File: src/rtl/seqdet_pkg.sv
package seqdet_pkg;

    localparam int ADDR_W     = 13;
    localparam int PREFIX_LEN = 5;
    localparam int STEP_W     = $clog2(PREFIX_LEN + 1);

    typedef logic [ADDR_W-1:0] addr_t;
    typedef logic [STEP_W-1:0] step_t;

    localparam addr_t STORE_KEY  = 13'h0F0F;
    localparam addr_t RECALL_KEY = 13'h0F0E;

    typedef enum logic [1:0] {
        CMD_NONE   = 2'd0,
        CMD_STORE  = 2'd1,
        CMD_RECALL = 2'd2
    } cmd_e;

    typedef struct packed {
        logic  strobe;
        logic  read;
        addr_t addr;
    } access_t;

    typedef struct packed {
        logic prefix_hit;
        logic is_start;
        cmd_e final_cmd;
    } match_t;

    // Ordered prefix addresses; the order is the protocol.
    function automatic addr_t prefix_addr(input int idx);
        case (idx)
            0:       return 13'h0000;
            1:       return 13'h1555;
            2:       return 13'h0AAA;
            3:       return 13'h1FFF;
            default: return 13'h10F0;
        endcase
    endfunction

    function automatic logic is_final_step(input step_t s);
        return s == step_t'(PREFIX_LEN);
    endfunction

endpackage

File: src/rtl/seqdet_match.sv
module seqdet_match
    import seqdet_pkg::*;
(
    input  access_t acc,
    input  step_t   step,
    output match_t  m
);

    logic [PREFIX_LEN-1:0] hit;

    for (genvar g = 0; g < PREFIX_LEN; g++) begin : g_cmp
        assign hit[g] = (acc.addr == prefix_addr(g));
    end

    always_comb begin
        m          = '0;
        m.is_start = hit[0];
        for (int i = 0; i < PREFIX_LEN; i++) begin
            if (step == step_t'(i)) begin
                m.prefix_hit = hit[i];
            end
        end
        if (is_final_step(step)) begin
            if (acc.addr == STORE_KEY) begin
                m.final_cmd = CMD_STORE;
            end else if (acc.addr == RECALL_KEY) begin
                m.final_cmd = CMD_RECALL;
            end
        end
    end

endmodule

File: src/rtl/seqdet_ctrl.sv
module seqdet_ctrl
    import seqdet_pkg::*;
(
    input  logic    clk,
    input  logic    rst,
    input  logic    busy,
    input  access_t acc,
    input  match_t  m,
    output step_t   step,
    output cmd_e    fire,
    output logic    hiz
);

    step_t step_q;
    step_t step_nxt;
    step_t restart_step;

    assign restart_step = m.is_start ? step_t'(1) : step_t'(0);

    always_comb begin
        step_nxt = step_q;
        fire     = CMD_NONE;
        if (busy) begin
            step_nxt = '0;
        end else if (acc.strobe) begin
            if (!acc.read) begin
                step_nxt = '0;
            end else if (is_final_step(step_q)) begin
                fire     = m.final_cmd;
                step_nxt = restart_step;
            end else if (m.prefix_hit) begin
                step_nxt = step_t'(step_q + 1'b1);
            end else begin
                step_nxt = restart_step;
            end
        end
    end

    always_ff @(posedge clk) begin
        if (rst) begin
            step_q <= '0;
        end else begin
            step_q <= step_nxt;
        end
    end

    assign step = step_q;
    assign hiz  = (fire != CMD_NONE);

endmodule

File: src/rtl/seqdet_cmd_out.sv
module seqdet_cmd_out
    import seqdet_pkg::*;
(
    input  logic clk,
    input  logic rst,
    input  cmd_e fire,
    output logic store_pulse,
    output logic recall_pulse
);

    always_ff @(posedge clk) begin
        if (rst) begin
            store_pulse  <= 1'b0;
            recall_pulse <= 1'b0;
        end else begin
            store_pulse  <= (fire == CMD_STORE);
            recall_pulse <= (fire == CMD_RECALL);
        end
    end

endmodule

File: src/rtl/seq_cmd_detect.sv
module seq_cmd_detect
    import seqdet_pkg::*;
(
    input  logic              clk,
    input  logic              rst,
    input  logic              acc_strobe,
    input  logic              acc_we_n,
    input  logic [ADDR_W-1:0] acc_addr,
    input  logic              seq_busy,
    output logic              out_hiz,
    output logic              store_pulse,
    output logic              recall_pulse
);

    access_t acc;
    match_t  m;
    step_t   step;
    cmd_e    fire;

    assign acc.strobe = acc_strobe;
    assign acc.read   = acc_we_n;
    assign acc.addr   = acc_addr;

    seqdet_match u_match (
        .acc  (acc),
        .step (step),
        .m    (m)
    );

    seqdet_ctrl u_ctrl (
        .clk  (clk),
        .rst  (rst),
        .busy (seq_busy),
        .acc  (acc),
        .m    (m),
        .step (step),
        .fire (fire),
        .hiz  (out_hiz)
    );

    seqdet_cmd_out u_out (
        .clk          (clk),
        .rst          (rst),
        .fire         (fire),
        .store_pulse  (store_pulse),
        .recall_pulse (recall_pulse)
    );

endmodule

File: config.mk
export PLATFORM = sky130hd
export DESIGN_NAME = seq_cmd_detect
export DESIGN_NICKNAME = d
export VERILOG_FILES = /design/src/rtl/seqdet_pkg.sv /design/src/rtl/seqdet_match.sv /design/src/rtl/seqdet_ctrl.sv /design/src/rtl/seqdet_cmd_out.sv /design/src/rtl/seq_cmd_detect.sv
export SDC_FILE = /design/constraint.sdc
export NUM_CORES = 1
export LEC_CHECK = 0
export BUFFER_PORTS_ARGS = -buffer_cell sky130_fd_sc_hd__buf_2
export CORE_AREA = 2 2 39 41
export CTS_BUF_LIST = sky130_fd_sc_hd__clkbuf_4 sky130_fd_sc_hd__clkbuf_8 sky130_fd_sc_hd__clkbuf_16
export CTS_CLUSTER_DIAMETER = 100
export DETAILED_ROUTE_END_ITERATION = 16
export DIE_AREA = 0 0 41 43
export PLACE_DENSITY = 0.65
export SLEW_MARGIN = 20
export SYNTH_ARGS = -nofsm -noshare
export SYNTH_HDL_FRONTEND = slang
export SYNTH_SLANG_ARGS = --single-unit
File: constraint.sdc
create_clock -name clk -period 2.2 [get_ports clk]
set_input_delay 0.11 -clock clk [delete_from_list [all_inputs] [get_ports clk]]
set_output_delay 0.11 -clock clk [all_outputs]
set_load 0.01 [all_outputs]
## Word level (Yosys, flattened, before mapping)

Index checks and enable logic that the tools add are counted.

- Output and inout port bits: 3
- Word-level logic and storage cells: 36
- Bits in registers: 5
- Bits of input ports: 18

- Reduce and logical (&&, ||, !) cells: 4
- Equal/unequal tests: 13
- Mux-type cells: 15
- Add/sub/neg operators: 1

Operators with widths:

| cell | count |
|---|---|
| 13-bit by 12-bit == test with 1-bit output, second input constant | 3 |
| 13-bit == test, second input constant | 3 |
| 13-bit logical NOT | 1 |
| 2-bit 2-to-1 mux | 6 |
| 3-bit 2-to-1 mux | 3 |
| 3-bit by 2-bit == test with 1-bit output, second input constant | 2 |
| 3-bit == test, second input constant | 2 |
| 1-bit 2-to-1 mux | 6 |
| 3-bit by 1-bit adder with 3-bit output, second input constant | 1 |
| 3-bit by 1-bit == test with 1-bit output, second input constant | 1 |
| 3-bit logical NOT | 1 |
| 2-bit by 1-bit == test with 1-bit output, second input constant | 1 |
| 2-bit == test, second input constant | 1 |
| 2-bit nonzero test | 1 |
| 2-bit OR reduction | 1 |

## Logic depth before layout (Yosys ltp)

Gate-level depths: netlist of the first run.

- Word-level depth: 9
- Depth in mapped cells: 8
- Depth with buffers taken out: 7

## By module

A second synthesis of the first run with hierarchy kept.

- Cells, all modules: 57
- Area, all modules: 485.5 µm²

Modules (own cells, without submodules):

| module | area an instance (µm²) | cells an instance | instances | sequential area each (µm²) |
|---|---|---|---|---|
| seqdet_ctrl | 225.2 | 26 | 1 | 60.1 |
| seqdet_match | 205.2 | 27 | 1 | 0.0 |
| seqdet_cmd_out | 55.1 | 4 | 1 | 40.0 |

## Worst setup path before layout of the first run

No wires, ideal clock.

- Path kind: register -> register
- Start point: reg u_ctrl.step_q[0] (netlist: u_ctrl.step[0])
- End point: reg u_ctrl.step_q[0] (netlist: u_ctrl.step[0])
- Setup slack: 0.391 ns
- Buffers on the path: 0
- Cell stages (with the launch flop): 8
- Arrival: 1.682 ns
- Clock period less this slack: 1.809 ns
- Cells stage by stage: dfxtp_1 ha_1 ha_1 nand3_1 or4_4 nand4b_2 a31oi_1 or3_1

- Word-level cells in the longest chain between the ends: 9

RTL lines:

| element | RTL line | text |
|---|---|---|
| from (decl) | seqdet_ctrl.sv:14 | `step_t step_q;` |
| from (signal assigned) | seqdet_ctrl.sv:43 | `step_q <= step_nxt;` |
| 3-bit logical NOT | seqdet_match.sv:19 | `if (step == step_t'(i)) begin` |
| 1-bit 2-to-1 mux (5 in series) | seqdet_match.sv:19 |  |
| 3-bit 2-to-1 mux | seqdet_ctrl.sv:31 | `end else if (m.prefix_hit) begin` |
| 3-bit 2-to-1 mux (*) | seqdet_ctrl.sv:28 | `end else if (is_final_step(step_q)) begin` |
| 3-bit 2-to-1 mux (*) | seqdet_ctrl.sv:26 | `if (!acc.read) begin` |

Every way passes the cells marked *; elsewhere a longest branch is shown, timed or not.
A chain may end at the register's enable or synchronous reset.

## Final worst setup path of the first run

Ends and elaborated chain as after synthesis.

==> metrics.yaml, run 1 <==
status: "finished, final reports clean"
syn_area_sq_um: 500
synth_nets: 83
yosysSeqAreaShare_pct: 20.0
relSlewSlack_pct: 71.5
drive_gt1_share_pct: 34.9
portBuffers: 20
first_global_vias: 559
drv_cap: 0
power_density_mw_per_mm2: 394
nFillCells: 136
maxSlewViolCount: 0
rows: 14
synth.distinct_cells: 29
die_h_microns: 43
grt.total_usage_pct: 19.4
ys_async_sr_fraction_pct: 0
min_path_type: "primary input to flip-flop"
start_util_pct: 36.2
min_period_ns: 1.95
hold_ws_ns: 0.0718
max_clock_freq_mhz: 512
final_nets: 107
post_cts_buffers: 0
drc_errors: 0
worstSetupEndpointType: "flip-flop"
cts_buffers: 3
required_ns: 2.34
path_class: "flip-flop to flip-flop"
final_cell_mix: "buf_2 (20), nand4_1 (6), ha_1 (5), dfxtp_1 (5)"
final_hold_viol_count: 0
dpl.hpwl_mm: 1.09
synth-edff-count: 0
cts-hold-fix-buffers: 0
num_io_pins: 21
path_max_fanout: 4
arrival_ns: 2.09
synth.avg_cell_area_sq_um: 8.34
setup_violations: 0
synth_cells: 60
drt_iter0_markers: 19
antenna_found_initial: 0
grt_pass1_wl_mm: 2.37
synth.ff_latch_count: 5
period_share_pct: 88.7
ctsHtreeMaxLevel: 1
via_count: 581
final_common_cell: "buf_2"
die_x_microns: 41
grt_max_degree: 9
worst_skew_pair.late_latency_ns: 0.25
root_buffer: "clkbuf_4"
clkSlewWorstSetupHoldPaths_ns: 0.05
cts_tree: "yes"
cts_sinks: 5
first_pass_iters: 4
yosys_warnings: 0
ir_drop_v: 0.000127
gp_congestion: 0.895
cts_resized: 0
synth_ff_type: "dfxtp_1"
worstMarginPinSlew_ns: 0.424
diodes: 0
wirelength_mm: 1.35
cts_buffer_depth: 2
power.leakage_nw: 0.268
syn_to_final_growth_pct: 29.2
dieArea_sq_mm: 0.00176
rsz0062_at_grt: "no"
avgViaCountPerCell: 5.87
wl_per_cell_microns: 13.6
start_kind: "flip-flop"
grt_overflow: 0
coreArea_sq_mm: 0.00138
fin_skew_ns: 0.00768
finalSetupTns_ns: 0
ant_nets: 0
sequential cells by signal, summed over array words and instances (netlist names):
signal              count
u_ctrl.step             3
u_out.recall_pulse      1
u_out.store_pulse       1
stage by stage:
step | instances | area [sq um] | power, mW | utilization (%) | setup WS [ns]
6_report | 99 | 647 | 0.255 | 46.7 | 0.248
5_1_grt | 99 | 647 | 0.268 | 46.7 | 0.148
4_1_cts | 99 | 647 | 0.256 | 46.7 | 0.241
3_5_place_dp | 95 | 617 | 0.131 | 44.6 | 0.258
3_3_place_gp | 95 | 617 | 0.130 | 44.6 | 0.337
2_1_floorplan | 60 | 500 | 0.102 | - | 0.391
worst max-delay path, stage by stage (launching register included):
cell and delay (ns):
dfxtp_1 0.38, ha_1 0.18, ha_1 0.20, nand3_1 0.09, or4_4 0.44, nand4b_2 0.13
a31oi_1 0.08, or3_1 0.34
layer usage:
layer | vias to the layer above | GRT usage [%] | part of all wire (%) | routed length (microns)
li1 | 292 | - | - | -
met4 | 0 | 10.0 | 1.2 | 16
met5 | - | 0 | 0 | 0
met2 | 28 | 27.2 | 46 | 619
met1 | 259 | 27.2 | 47 | 629
met3 | 2 | 3.14 | 6.1 | 82
cell usage after synthesis (2+ instances only):
master | number | area, sq um
inv_1 | 4 | 15.0
nand4_1 | 6 | 37.5
nor4_2 | 2 | 25.0
nor4_1 | 2 | 12.5
nor3_1 | 2 | 10.0
nor4b_1 | 2 | 17.5
a41oi_1 | 2 | 17.5
dfxtp_1 | 5 | 100
nor2_1 | 3 | 11.3
nand2_1 | 2 | 7.51
ha_1 | 5 | 62.6
nand3b_1 | 3 | 22.5
and4_1 | 3 | 26.3
nand3_1 | 4 | 20.0
final cells by class:
| cell class | count | area (sq um) | share of cell area, % |
|---|---|---|---|
| Clock buffer | 4 | 30.0 | 4.64 |
| Inverter | 4 | 15.0 | 2.32 |
| Multi-Input combinational cell | 50 | 382 | 59.0 |
| Sequential cell | 5 | 100 | 15.5 |
| Tap cell | 16 | 20.0 | 3.09 |
| Timing Repair Buffer | 20 | 100 | 15.5 |
kinds of logic (layout without fill, tap and decap cells):
logic type,Yosys count,after routing,synth area share [%]
compound gates,7,7,10.7
fa+ha+maj,5,5,12.5
buf+inv,5,28,3.75
flops,5,5,20.0
simple gates,38,38,53.0
power by group:
part	leakage [nW]	total, mW	switching [mW]	internal (mW)
Combinational	0.209	0.0381	0.0214	0.0167
Clock	0.0184	0.126	0.0448	0.0813
Sequential	0.0402	0.0908	0.000000678	0.0908
path summary, 6_finish.rpt:
| path | slack (ns) | to | depth (start not counted) | start |
|---|---|---|---|---|
| worst max-delay path | 0.25 | u_ctrl.step[0] | 7 | u_ctrl.step[0] |
| worst min-delay path | 0.07 | u_out.store_pulse | 2 | rst |
| worst max register to register | 0.25 | u_ctrl.step[0] | 7 | u_ctrl.step[0] |
| worst min register to register | 0.54 | u_ctrl.step[1] | 2 | u_ctrl.step[1] |
No activity file was read; power rests on OpenSTA's default activity.
==> run 2: changes to the inputs <==
- ABC_AREA: not set -> 1
- CTS_CLUSTER_DIAMETER: 100 -> not set
- PLACE_DENSITY: 0.65 -> 0.74
==> run 2 against run 1 <==
Clock power decreased by 6%. Final cell count increased by 44%. Routed wire length increased by 1.0%. Critical path depth increased by 1. Highest routed layer is now met3. Sequential power about the same. Via count increased by 17%.
==> metrics.yaml, run 2 <==
num_io_pins: 21  # unchanged
grt_pass1_wl_mm: 2.03  # was 2.37 mm
yosysTopAreaCell: "dfxtp_1"  # unchanged
synth_nets: 126  # was 83
diodes: 0  # unchanged
antenna_found_initial: 0  # unchanged
synth_cells: 103  # was 60
wl_met3_microns: 66  # was 82 microns
route.met2.wl_microns: 694  # was 619 microns
avgViaCountPerCell: 4.75  # was 5.87
first_pass_iters: 2  # was 4
drv_cap: 0  # unchanged
status: "finished, final reports clean"  # unchanged
min_period_ns: 1.87  # was 1.95 ns
root_buffer: "clkbuf_4"  # unchanged
critPathMostFrequentCell: "nand2_1"  # was ha_1
path_depth: 8  # was 7
nFillCells: 147  # was 136
hold_ws_ns: 0.0649  # was 0.0718 ns
period_share_pct: 84.9  # was 88.7%
wirelength_mm: 1.36  # was 1.35 mm
synth_common_cells: "nand2_1 (26), nor2_1 (17), inv_1 (13)"  # was nand4_1 (6), dfxtp_1 (5), ha_1 (5)
drive_gt1_share_pct: 32.3  # was 34.9%
syn_area_sq_um: 606  # was 500 sq um
power.leakage_nw: 0.379  # was 0.268 nW
arrival_ns: 1.76  # was 2.09 ns
first_global_vias: 588  # was 559
yosysMostFrequentCell: "nand2_1"  # was nand4_1
synth_ff_type: "dfxtp_1"  # unchanged
hold_depth: 2  # unchanged
slowest_stage: "dfxtp_1"  # was or4_4
grt_max_degree: 6  # was 9
cts_buffer_depth: 2  # unchanged
syn_to_final_growth_pct: 24.8  # was 29.2%
path_class: "flip-flop to primary output"  # was flip-flop to flip-flop
yosysSeqAreaShare_pct: 16.5  # was 20.0%
synth-edff-count: 0  # unchanged
cts_resized: 0  # unchanged
drc_errors: 0  # unchanged
maxSlewViolCount: 0  # unchanged
worstPathCellList: "ha_1, nand2_1, nor2_1, nand2_1, nor4_1, nand2_1, nand2_1, buf_2"  # was ha_1, ha_1, nand3_1, or4_4, nand4b_2, a31oi_1, or3_1
finalSetupTns_ns: 0  # unchanged
ys_async_sr_fraction_pct: 0  # unchanged
slowest_delay_ns: 0.40  # was 0.44 ns
setup_violations: 0  # unchanged
largest_reg_flops: 3  # unchanged
total_power_mw: 0.257  # was 0.255 mW
power_density_mw_per_mm2: 340  # was 394 mW/mm^2
top_layer: "met3"  # was met4
drt_iter0_markers: 4  # was 19
ir_drop_v: 0.000299  # was 0.000127 V
start_kind: "flip-flop"  # unchanged
cts-hold-fix-buffers: 0  # unchanged
start_util_pct: 43.8  # was 36.2%
worstSetupEndpointType: "primary output"  # was flip-flop
die_x_microns: 41  # unchanged
rows: 14  # unchanged
final_cell_mix: "nand2_1 (26), buf_2 (20), nor2_1 (17)"  # was buf_2 (20), nand4_1 (6), ha_1 (5), dfxtp_1 (5)
synth_area_leaders: "dfxtp_1 (17%), nand2_1 (16%), nor2_1 (11%)"  # was dfxtp_1 (20%), ha_1 (13%), nand4_1 (7.5%)
ant_nets: 0  # unchanged
wl_per_cell_microns: 9.52  # was 13.6 microns
clkSlewWorstSetupHoldPaths_ns: 0.04  # was 0.05 ns
rsz0062_at_grt: "no"  # unchanged
worst_r2r_path_depth: 7  # unchanged
synth.ff_latch_count: 5  # unchanged
relSlewSlack_pct: 77.4  # was 71.5%
yosys_warnings: 0  # unchanged
final_common_cell: "nand2_1"  # was buf_2
min_path_type: "primary input to flip-flop"  # unchanged
die_h_microns: 43  # unchanged
yosysTopAreaCellShare_pct: 16.5  # was 20.0%
final_hold_viol_count: 0  # unchanged
portBuffers: 20  # unchanged
required_ns: 2.09  # was 2.34 ns
final_nets: 151  # was 107
via_count: 679  # was 581
gp_congestion: 0.828  # was 0.895
finalInstanceArea_sq_um: 756  # was 647 sq um
ctsHtreeMaxLevel: 1  # unchanged
dpl.hpwl_mm: 1.19  # was 1.09 mm
dieArea_sq_mm: 0.00176  # unchanged
post_cts_buffers: 0  # unchanged
cp_num_buf_inv: 1  # was 0
cts_tree: "yes"  # unchanged
grt.total_usage_pct: 16.8  # was 19.4%
fin_skew_ns: 0.000852  # was 0.00768 ns
path_max_fanout: 5  # was 4
coreArea_sq_mm: 0.00138  # unchanged
grt_overflow: 0  # unchanged
worst_skew_pair.late_latency_ns: 0.24  # was 0.25 ns
max_clock_freq_mhz: 535  # was 512 MHz
synth.avg_cell_area_sq_um: 5.88  # was 8.34 sq um
worstMarginPinSlew_ns: 0.336  # was 0.424 ns
drt-met1-wl_microns: 601  # was 629 microns
cts_sinks: 5  # unchanged
dpl_cell_area_sq_um: 726  # was 617 sq um
cts_buffers: 3  # unchanged
critical_path.top_delay_family: "simple AND/OR/NAND/NOR gates"  # unchanged
synth.distinct_cells: 19  # was 29
run 2: changes by cell type after synthesis, moves of 3 or more:
cell      change
and4_1        -3
inv_1         +9
inv_2         +4
nand2_1      +24
nand2_2       +3
nand3_1       +3
nand3b_1      -3
nor2_1       +14
nor2_2        +3
run 2: logic make-up (layout without fill, tap and decap cells):
| logic type | count (synthesis) | count (layout) | synth area share (%) |
|---|---|---|---|
| compound gates | 6 | 6 | 8.06 |
| fa+ha+maj | 5 | 5 | 10.3 |
| buf+inv | 17 | 41 | 10.5 |
| flops | 5 | 5 | 16.5 |
| simple gates | 70 | 70 | 54.5 |
run 2: routing by layer:
metal / GRT usage [%] / up-vias
li1: - / 372
met1: 17.7 / 294
met2: 28.4 / 13
met3: 7.85 / 0
met4: 4.00 / 0
met5: 0 / -
run 2: final timing paths:
check	startpoint	to	slack (ns)
setup / recovery	u_ctrl.step[0]	out_hiz	0.33
hold reg to reg	u_ctrl.step[1]	u_ctrl.step[1]	0.50
hold / removal	rst	u_out.recall_pulse	0.06
setup reg to reg	u_ctrl.step[0]	u_out.store_pulse	0.64
run 2: cell type report:
type	count	area [sq um]	area share, %
multi-input combinational	81	442	58.4
sequential	5	100	13.2
timing repair buffer	20	100	13.2
clock buffer	4	30.0	3.97
tap	16	20.0	2.65
inverter	17	63.8	8.44
run 2: per-stage QoR:
step / instances / worst slack, ns / util [%]
finish: 143 / 0.332 / 54.6
global route: 143 / 0.219 / 54.6
CTS: 143 / 0.332 / 54.6
detailed placement: 139 / 0.593 / 52.4
global placement: 139 / 0.685 / 52.4
floorplan: 103 / 0.817 / -
run 2: power by group:
part           total [mW]  switching, mW  internal [mW]  leakage [nW]
Clock               0.118         0.0370         0.0808        0.0184
Sequential         0.0910    0.000000790         0.0910        0.0402
Combinational      0.0482         0.0288         0.0194         0.320
